`src/rtl/pong_pkg.sv`:
```
package pong_pkg;
    // Fixed-point ball state: POS_W bits total, FRAC fractional bits.
    parameter int POS_W = 16;
    parameter int FRAC  = 4;
    parameter int PIX_W = POS_W - FRAC;

    typedef struct packed {
        logic signed [POS_W-1:0] x;
        logic signed [POS_W-1:0] y;
        logic signed [POS_W-1:0] vx;
        logic signed [POS_W-1:0] vy;
    } ball_fx_t;

    typedef enum logic [1:0] {
        ST_PLAY       = 2'd0,
        ST_POINT_WAIT = 2'd1,
        ST_MATCH_WAIT = 2'd2
    } match_state_t;
endpackage

```
`src/rtl/pong_paddle_track.sv`:
```
module pong_paddle_track #(
    parameter int SAMPLE_W   = 10,
    parameter int Y_W        = 10,
    parameter int FIELD_Y0   = 78,
    parameter int TRAVEL     = 300,
    parameter int HIST_DEPTH = 2
) (
    input  logic                clk,
    input  logic                rst_n,
    input  logic [SAMPLE_W-1:0] sample,
    input  logic                advance,
    output logic [Y_W-1:0]      y,
    output logic signed [Y_W:0] delta
);
    localparam int PROD_W = SAMPLE_W + $clog2(TRAVEL + 1);

    logic [PROD_W-1:0]                 prod;
    logic [Y_W-1:0]                    y_new;
    logic [HIST_DEPTH-1:0][Y_W-1:0]    hist;

    assign prod  = PROD_W'(sample) * PROD_W'(TRAVEL);
    assign y_new = Y_W'(prod >> SAMPLE_W) + Y_W'(FIELD_Y0);

    always_ff @(posedge clk) begin
        if (!rst_n) begin
            y <= Y_W'(FIELD_Y0);
        end else begin
            y <= y_new;
        end
    end

    // History of paddle rows taken on game steps only.
    always_ff @(posedge clk) begin
        if (!rst_n) begin
            hist <= {HIST_DEPTH{Y_W'(FIELD_Y0)}};
        end else if (advance) begin
            for (int i = HIST_DEPTH - 1; i > 0; i--) begin
                hist[i] <= hist[i-1];
            end
            hist[0] <= y;
        end
    end

    assign delta = $signed({1'b0, y}) - $signed({1'b0, hist[HIST_DEPTH-1]});

    assert_paddle_span_R2: assert property (@(posedge clk) disable iff (!rst_n)
        (y >= Y_W'(FIELD_Y0)) && (y < Y_W'(FIELD_Y0 + TRAVEL)));

    assert_hist_hold_R11: assert property (@(posedge clk) disable iff (!rst_n)
        !advance |=> $stable(hist));
endmodule

```
`src/rtl/pong_ball_step.sv`:
```
module pong_ball_step
    import pong_pkg::*;
#(
    parameter int Y_W        = 10,
    parameter int FIELD_W    = 640,
    parameter int FIELD_H    = 400,
    parameter int FIELD_Y0   = 78,
    parameter int PAD_W      = 5,
    parameter int PAD_H      = 100,
    parameter int BALL_SZ    = 16,
    parameter int KICK       = 4,
    parameter int BEND_SHIFT = 2
) (
    input  ball_fx_t             cur,
    input  logic [Y_W-1:0]       pad_l_y,
    input  logic [Y_W-1:0]       pad_r_y,
    input  logic signed [Y_W:0]  delta_l,
    input  logic signed [Y_W:0]  delta_r,
    output ball_fx_t             nxt,
    output logic                 hit_l,
    output logic                 hit_r,
    output logic                 miss_l,
    output logic                 miss_r
);
    localparam logic signed [POS_W-1:0] L_LIMIT   = POS_W'(PAD_W);
    localparam logic signed [POS_W-1:0] R_LIMIT   = POS_W'(FIELD_W - PAD_W - BALL_SZ);
    localparam logic signed [POS_W-1:0] TOP_LIMIT = POS_W'(FIELD_Y0);
    localparam logic signed [POS_W-1:0] BOT_LIMIT = POS_W'(FIELD_Y0 + FIELD_H - BALL_SZ);
    localparam logic signed [POS_W-1:0] S_BALL    = POS_W'(BALL_SZ);
    localparam logic signed [POS_W-1:0] S_PADH    = POS_W'(PAD_H);
    localparam logic signed [POS_W-1:0] S_KICK    = POS_W'(KICK);

    function automatic logic covers(input logic signed [POS_W-1:0] by,
                                    input logic [Y_W-1:0] py);
        logic signed [POS_W-1:0] p;
        p = $signed({{(POS_W - Y_W){1'b0}}, py});
        return (by + S_BALL >= p) && (by <= p + S_PADH);
    endfunction

    logic signed [POS_W-1:0] mx, my, ix, iy, vx1, vy1, bend_l, bend_r;
    logic                    in_l, in_r, vx_neg, vx_pos;

    always_comb begin
        mx     = cur.x + cur.vx;
        my     = cur.y + cur.vy;
        ix     = mx >>> FRAC;
        iy     = my >>> FRAC;
        vx_neg = cur.vx[POS_W-1];
        vx_pos = !cur.vx[POS_W-1] && (cur.vx != '0);
        in_l   = (ix <= L_LIMIT) && vx_neg;
        in_r   = (ix >= R_LIMIT) && vx_pos;
        hit_l  = in_l && covers(iy, pad_l_y);
        hit_r  = in_r && covers(iy, pad_r_y);
        miss_l = in_l && !hit_l;
        miss_r = in_r && !hit_r;
        bend_l = POS_W'(delta_l) <<< BEND_SHIFT;
        bend_r = POS_W'(delta_r) <<< BEND_SHIFT;

        vx1 = cur.vx;
        vy1 = cur.vy;
        if (hit_l) begin
            vx1 = S_KICK - cur.vx;
            vy1 = cur.vy + bend_l;
        end else if (hit_r) begin
            vx1 = -cur.vx - S_KICK;
            vy1 = cur.vy + bend_r;
        end

        if ((iy <= TOP_LIMIT) && vy1[POS_W-1]) begin
            vy1 = -vy1;
        end else if ((iy >= BOT_LIMIT) && !vy1[POS_W-1] && (vy1 != '0)) begin
            vy1 = -vy1;
        end

        nxt.x  = mx;
        nxt.y  = my;
        nxt.vx = vx1;
        nxt.vy = vy1;
    end
endmodule

```
`src/rtl/pong_match_fsm.sv`:
```
module pong_match_fsm
    import pong_pkg::*;
#(
    parameter int WIN_SCORE   = 5,
    parameter int POINT_PAUSE = 32,
    parameter int MATCH_PAUSE = 128,
    parameter int SCORE_W     = $clog2(WIN_SCORE + 1)
) (
    input  logic               clk,
    input  logic               rst_n,
    input  logic               tick,
    input  logic               miss_l,
    input  logic               miss_r,
    output logic               step_en,
    output logic [SCORE_W-1:0] score_l,
    output logic [SCORE_W-1:0] score_r
);
    localparam int LONGEST = (POINT_PAUSE > MATCH_PAUSE) ? POINT_PAUSE : MATCH_PAUSE;
    localparam int CNT_W   = $clog2(LONGEST + 1);

    match_state_t      state_q, state_d;
    logic [CNT_W-1:0]  cnt_q;
    logic              match_over, point_done, match_done, missed;

    assign match_over = (score_l == SCORE_W'(WIN_SCORE)) || (score_r == SCORE_W'(WIN_SCORE));
    assign point_done = tick && (cnt_q == CNT_W'(POINT_PAUSE - 1));
    assign match_done = tick && (cnt_q == CNT_W'(MATCH_PAUSE - 1));
    assign missed     = miss_l || miss_r;

    always_comb begin
        state_d = state_q;
        unique case (state_q)
            ST_PLAY:       if (tick && missed) state_d = ST_POINT_WAIT;
            ST_POINT_WAIT: if (point_done) state_d = match_over ? ST_MATCH_WAIT : ST_PLAY;
            ST_MATCH_WAIT: if (match_done) state_d = ST_PLAY;
            default:       state_d = ST_PLAY;
        endcase
    end

    always_ff @(posedge clk) begin
        if (!rst_n) begin
            state_q <= ST_PLAY;
        end else begin
            state_q <= state_d;
        end
    end

    always_comb begin
        step_en = (state_q == ST_PLAY) && tick;
    end

    always_ff @(posedge clk) begin
        if (!rst_n) begin
            cnt_q   <= '0;
            score_l <= '0;
            score_r <= '0;
        end else begin
            if (state_d != state_q) begin
                cnt_q <= '0;
            end else if (tick && (state_q != ST_PLAY)) begin
                cnt_q <= cnt_q + 1'b1;
            end
            if (step_en && miss_l) score_r <= score_r + 1'b1;
            if (step_en && miss_r) score_l <= score_l + 1'b1;
            if ((state_q == ST_MATCH_WAIT) && match_done) begin
                score_l <= '0;
                score_r <= '0;
            end
        end
    end

    assert_score_cap_R10: assert property (@(posedge clk) disable iff (!rst_n)
        (score_l <= SCORE_W'(WIN_SCORE)) && (score_r <= SCORE_W'(WIN_SCORE)));

    assert_match_wait_R10: assert property (@(posedge clk) disable iff (!rst_n)
        (state_q == ST_MATCH_WAIT) |-> match_over);

    assert_score_step_R8: assert property (@(posedge clk) disable iff (!rst_n)
        (score_l != $past(score_l)) |-> ((score_l == $past(score_l) + 1'b1) || (score_l == '0)));

    assert_pause_bound_R9: assert property (@(posedge clk) disable iff (!rst_n)
        cnt_q < CNT_W'(LONGEST));
endmodule

```
`src/rtl/pong_engine.sv`:
```
module pong_engine
    import pong_pkg::*;
#(
    parameter int SAMPLE_W    = 10,
    parameter int Y_W         = 10,
    parameter int FIELD_W     = 640,
    parameter int FIELD_H     = 400,
    parameter int FIELD_Y0    = 78,
    parameter int PAD_W       = 5,
    parameter int PAD_H       = 100,
    parameter int BALL_SZ     = 16,
    parameter int KICK        = 4,
    parameter int BEND_SHIFT  = 2,
    parameter int HIST_DEPTH  = 2,
    parameter int WIN_SCORE   = 5,
    parameter int POINT_PAUSE = 32,
    parameter int MATCH_PAUSE = 128,
    parameter int SCORE_W     = $clog2(WIN_SCORE + 1)
) (
    input  logic                    clk,
    input  logic                    rst_n,
    input  logic                    tick,
    input  logic [SAMPLE_W-1:0]     pad_l_sample,
    input  logic [SAMPLE_W-1:0]     pad_r_sample,
    output logic signed [PIX_W-1:0] ball_x,
    output logic signed [PIX_W-1:0] ball_y,
    output logic [Y_W-1:0]          pad_l_y,
    output logic [Y_W-1:0]          pad_r_y,
    output logic [SCORE_W-1:0]      score_l,
    output logic [SCORE_W-1:0]      score_r
);
    localparam logic signed [POS_W-1:0] SERVE_X = POS_W'(((FIELD_W + BALL_SZ) / 2) << FRAC);
    localparam logic signed [POS_W-1:0] SERVE_Y = POS_W'((FIELD_Y0 + (FIELD_H + BALL_SZ) / 2) << FRAC);
    localparam logic signed [POS_W-1:0] ONE_PX  = POS_W'(1 << FRAC);

    logic [SAMPLE_W-1:0]     samples [2];
    logic [Y_W-1:0]          pad_y   [2];
    logic signed [Y_W:0]     delta   [2];
    logic                    step_en, hit_l, hit_r, miss_l, miss_r;
    ball_fx_t                ball_q, ball_nxt;

    assign samples[0] = pad_l_sample;
    assign samples[1] = pad_r_sample;

    for (genvar g = 0; g < 2; g++) begin : g_paddle
        pong_paddle_track #(
            .SAMPLE_W(SAMPLE_W), .Y_W(Y_W), .FIELD_Y0(FIELD_Y0),
            .TRAVEL(FIELD_H - PAD_H), .HIST_DEPTH(HIST_DEPTH)
        ) u_track (
            .clk(clk), .rst_n(rst_n), .sample(samples[g]), .advance(step_en),
            .y(pad_y[g]), .delta(delta[g])
        );
    end

    pong_ball_step #(
        .Y_W(Y_W), .FIELD_W(FIELD_W), .FIELD_H(FIELD_H), .FIELD_Y0(FIELD_Y0),
        .PAD_W(PAD_W), .PAD_H(PAD_H), .BALL_SZ(BALL_SZ), .KICK(KICK),
        .BEND_SHIFT(BEND_SHIFT)
    ) u_step (
        .cur(ball_q), .pad_l_y(pad_y[0]), .pad_r_y(pad_y[1]),
        .delta_l(delta[0]), .delta_r(delta[1]), .nxt(ball_nxt),
        .hit_l(hit_l), .hit_r(hit_r), .miss_l(miss_l), .miss_r(miss_r)
    );

    pong_match_fsm #(
        .WIN_SCORE(WIN_SCORE), .POINT_PAUSE(POINT_PAUSE),
        .MATCH_PAUSE(MATCH_PAUSE), .SCORE_W(SCORE_W)
    ) u_fsm (
        .clk(clk), .rst_n(rst_n), .tick(tick), .miss_l(miss_l), .miss_r(miss_r),
        .step_en(step_en), .score_l(score_l), .score_r(score_r)
    );

    always_ff @(posedge clk) begin
        if (!rst_n) begin
            ball_q <= '{x: SERVE_X, y: SERVE_Y, vx: ONE_PX, vy: ONE_PX};
        end else if (step_en) begin
            if (miss_l || miss_r) begin
                ball_q <= '{x: SERVE_X, y: SERVE_Y, vx: (miss_r ? -ONE_PX : ONE_PX), vy: ONE_PX};
            end else begin
                ball_q <= ball_nxt;
            end
        end
    end

    assign ball_x  = PIX_W'(ball_q.x >>> FRAC);
    assign ball_y  = PIX_W'(ball_q.y >>> FRAC);
    assign pad_l_y = pad_y[0];
    assign pad_r_y = pad_y[1];

    assert_frozen_R9: assert property (@(posedge clk) disable iff (!rst_n)
        !step_en |=> $stable(ball_q));

    assert_left_return_R5: assert property (@(posedge clk) disable iff (!rst_n)
        (step_en && hit_l) |=> (!ball_q.vx[POS_W-1] && (ball_q.vx != '0)));

    assert_right_return_R6: assert property (@(posedge clk) disable iff (!rst_n)
        (step_en && hit_r) |=> ball_q.vx[POS_W-1]);

    assert_serve_dir_R8: assert property (@(posedge clk) disable iff (!rst_n)
        (step_en && miss_r) |=> ((ball_q.vx == -ONE_PX) && (ball_q.x == SERVE_X) && (ball_q.y == SERVE_Y)));
endmodule

```
`config.mk`:
```
export PLATFORM = sky130hd
export DESIGN_NAME = pong_engine
export DESIGN_NICKNAME = d
export VERILOG_FILES = /design/src/rtl/pong_pkg.sv /design/src/rtl/pong_paddle_track.sv /design/src/rtl/pong_ball_step.sv /design/src/rtl/pong_match_fsm.sv /design/src/rtl/pong_engine.sv
export SDC_FILE = /design/constraint.sdc
export NUM_CORES = 1
export LEC_CHECK = 0
export CAP_MARGIN = 20
export CORE_ASPECT_RATIO = 1.75
export CORE_MARGIN = 2
export CORE_UTILIZATION = 45
export CTS_BUF_LIST = sky130_fd_sc_hd__clkbuf_8
export DETAILED_ROUTE_END_ITERATION = 16
export DONT_BUFFER_PORTS = 1
export PLACE_DENSITY = 0.6
export SYNTH_ARGS = -nofsm -noshare
export SYNTH_HDL_FRONTEND = slang
export SYNTH_HIERARCHICAL = 1
export SYNTH_SLANG_ARGS = --single-unit
```
`constraint.sdc`:
```
create_clock -name clk -period 6.75 [get_ports clk]
set_input_delay 1.0125 -clock clk [delete_from_list [all_inputs] [get_ports clk]]
set_output_delay 1.0125 -clock clk [all_outputs]
set_load 0.02 [all_outputs]
```
==> reports/qor.yml <==
outcome: "finished, final reports clean"
instances_no_fill: 2265
vdd_drop_max_uv: 226.0
grt_pass1_vias: 13210
synthArstFlopShare_pct: 0
synthesis.nets: 2056
pre_cts_slack_ns: 0.1456
final_common_cell: "ha_1"
clk_latency_ns: 0.51
synth_mux_area_share_pct: 3.008
grt_max_degree: 141
synthCells: 1799
rows: 89
critPathMaxStageDelay_ns: 0.50
clk_pin_slew_worst_paths_ns: 0.09
hold_class: "reg2reg"
drt-initial-drc-count: 448
synth-adder-area-share_pct: 20.34
cpMaxStageDelayCell: "a2111oi_4"
synth-edff-count: 0
coreArea_sq_um: 33630
ys_seq_area_share_pct: 18.26
gr-usage-met2_pct: 47.48
htree_levels: 4
cts_hold_buffers: 0
place_inst: 2225
io_pins: 73
slew_headroom_pct: 28.35
path_class: "reg2reg"
die_h_microns: 248.3
fmax_ghz: 0.1544
via_count: 13180
finish.instance_area_sq_um: 16380
synth_top_cell_by_area: "dfxtp_1"
syn_area_sq_um: 15350
grt.overflow.total: 0
initial_core_util_pct: 45.65
drc_errors: 0
syn2layout_area_growth_pct: 6.675
critPathLaunchType: "flip-flop"
use_met1_pct: 23.00
setup_viol_count_final: 0
timing.max_cap.violations: 0
n_antenna_cell: 0
final_cell_mix: "206 x ha_1, 151 x inv_1, 140 x dfxtp_1, 116 x nor2_1, 101 x nand2_1"
nets: 2054
fin_ws_ns: 0.2729
routed_wl_mm: 42.55
ys_ff_latch: 140
yosys.area_share.simple_pct: 22.50
cp-end-kind: "flip-flop"
period_share_pct: 95.96
wire_per_inst_microns: 18.79
clock_path_buffers: 2
powerDensity_nw_per_um2: 499.3
dp_hpwl_mm: 33.71
routed_via_density: 5.817
die_area_sq_um: 35670
grt_pass1_wl_mm: 67.16
drive_above_1_share_pct: 12.10
synth-compound-area-share_pct: 22.16
hold_viol: 0
clock-root-buffer: "clkbuf_8"
path_max_fanout: 7
cts_tree: "done"
synth_cell_type_count: 121
synthTopCellsByArea: "dfxtp_1 18%, ha_1 17%, xnor2_1 4.0%"
cp_data_arrival_time_ns: 6.86
cts_sinks: 140
hold_ws_ns: 0.4775
drtPass1Iterations: 5
syn_avg_cell_area_sq_um: 8.533
worstMarginPinSlew_ns: 1.061
synth_xor_area_share_pct: 5.934
power_w: 0.008177
cts_buffers: 17
postRouteAntennaNets: 0
dieWidth_microns: 143.6
place_congestion: 0.9596
crit_required_ns: 7.13
track_usage_pct: 24.07
drv_slew: 0
busiest_layer: "met2"
place_area_sq_um: 15830
synthFlopType: "dfxtp_1"
skew_ns: 0.02623
antenna_found_initial: 0
p_leak_nw: 7.274
synth_top_family_by_area: "simple AND/OR/NAND/NOR gates"
io_buffer_count: 0
yosys_warnings: 6
met3_usage_pct: 4.383
synth_top_area_share_pct: 18.26
period_minus_slack_ns: 6.477
[what timing repair did]
item / 4_1_cts / 5_1_grt
resized for setup: 0 / 16
setup endpoints to repair: 0 / 13
buffers inserted: 0 / 8
[cell type report]
| type | count | area [sq um] |
|---|---|---|
| repair buffers | 73 | 560.5 |
| clock buffers | 19 | 261.5 |
| inverters | 155 | 583.1 |
| well taps | 455 | 569.3 |
| clock inverters | 13 | 151.4 |
| flip-flops and latches | 140 | 2803 |
| fillers | 3383 | 17250 |
| multi-input cells | 1410 | 11450 |
[layer usage]
metal	up-vias	wire length [microns]
li1	6482	-
met1	6294	15180
met2	288	23390
met3	112	1851
met4	0	2125
met5	-	0
[report_power, final]
group / internal (W) / leakage [nW] / switching (W)
Combinational: 0.00264 / 5.92 / 0.00352
Sequential: 0.000991 / 1.14 / 0.000286
Clock: 0.000328 / 0.208 / 0.000407
Total: 0.00396 / 7.27 / 0.00421
[critical path: cells and delay by family (launching register included)]
| kind | cells | cell delay [ns] |
|---|---|---|
| AOI/OAI and AO/OA | 10 | 2.35 |
| xor gates and xnor gates | 3 | 0.58 |
| adders and majority gates | 4 | 1.20 |
| buffers and inverters | 3 | 0.36 |
| DFF | 1 | 0.37 |
| and+or+nand+nor | 7 | 1.52 |
[synth_stat cells (28+ instances only)]
cell,n
xnor2_1,70
a21o_1,29
nand2b_1,31
mux2i_1,39
o21ai_0,67
ha_1,208
nor2b_1,67
nand2_1,101
dfxtp_1,140
inv_1,151
buf_4,29
and4bb_1,37
a21oi_1,88
clkbuf_1,28
o21a_1,63
nor2_1,118
xor2_1,34
nand3_1,39
[sequential cells by signal, summed over array words and instances, names as in the netlist]
| register | cells |
|---|---|
| g_paddle.u_track/y | 20 |
| ball_x | 12 |
| g_paddle.u_track/hist | 40 |
| u_fsm/score_r | 3 |
| ball_y | 12 |
| u_fsm/cnt_q | 8 |
| u_fsm/state_q | 2 |
| ball_q | 40 |
| u_fsm/score_l | 3 |
[through the flow]
stage	utilization (%)	TNS, ns
finish	48.69	0
global route	48.69	-0.007292
CTS	48.29	0
detailed placement	47.06	0
global placement	47.06	0
floorplan	-	0
[path summary, 6_finish.rpt]
path,startpoint,slack [ns],endpoint,depth (start not counted)
hold / removal,g_paddle[0].u_track/hist[6]$_SDFFE_PN1P_,0.48,g_paddle[0].u_track/hist[6]$_SDFFE_PN1P_,2
setup / recovery,ball_q[0]$_SDFFE_PN0P_,0.27,ball_q[7]$_SDFFE_PN0P_,27
hold reg to reg,g_paddle[0].u_track/hist[6]$_SDFFE_PN1P_,0.48,g_paddle[0].u_track/hist[6]$_SDFFE_PN1P_,2
setup reg to reg,ball_q[0]$_SDFFE_PN0P_,0.27,ball_q[7]$_SDFFE_PN0P_,27
[kinds of logic after synthesis]
| family | Yosys count |
|---|---|
| xor gates and xnor gates | 104 |
| AOI/OAI and AO/OA | 464 |
| and+or+nand+nor | 563 |
| adders and majority gates | 234 |
| DFF | 140 |
| buffers and inverters | 249 |
| muxes | 45 |
(Power assumes the default switching activity.)
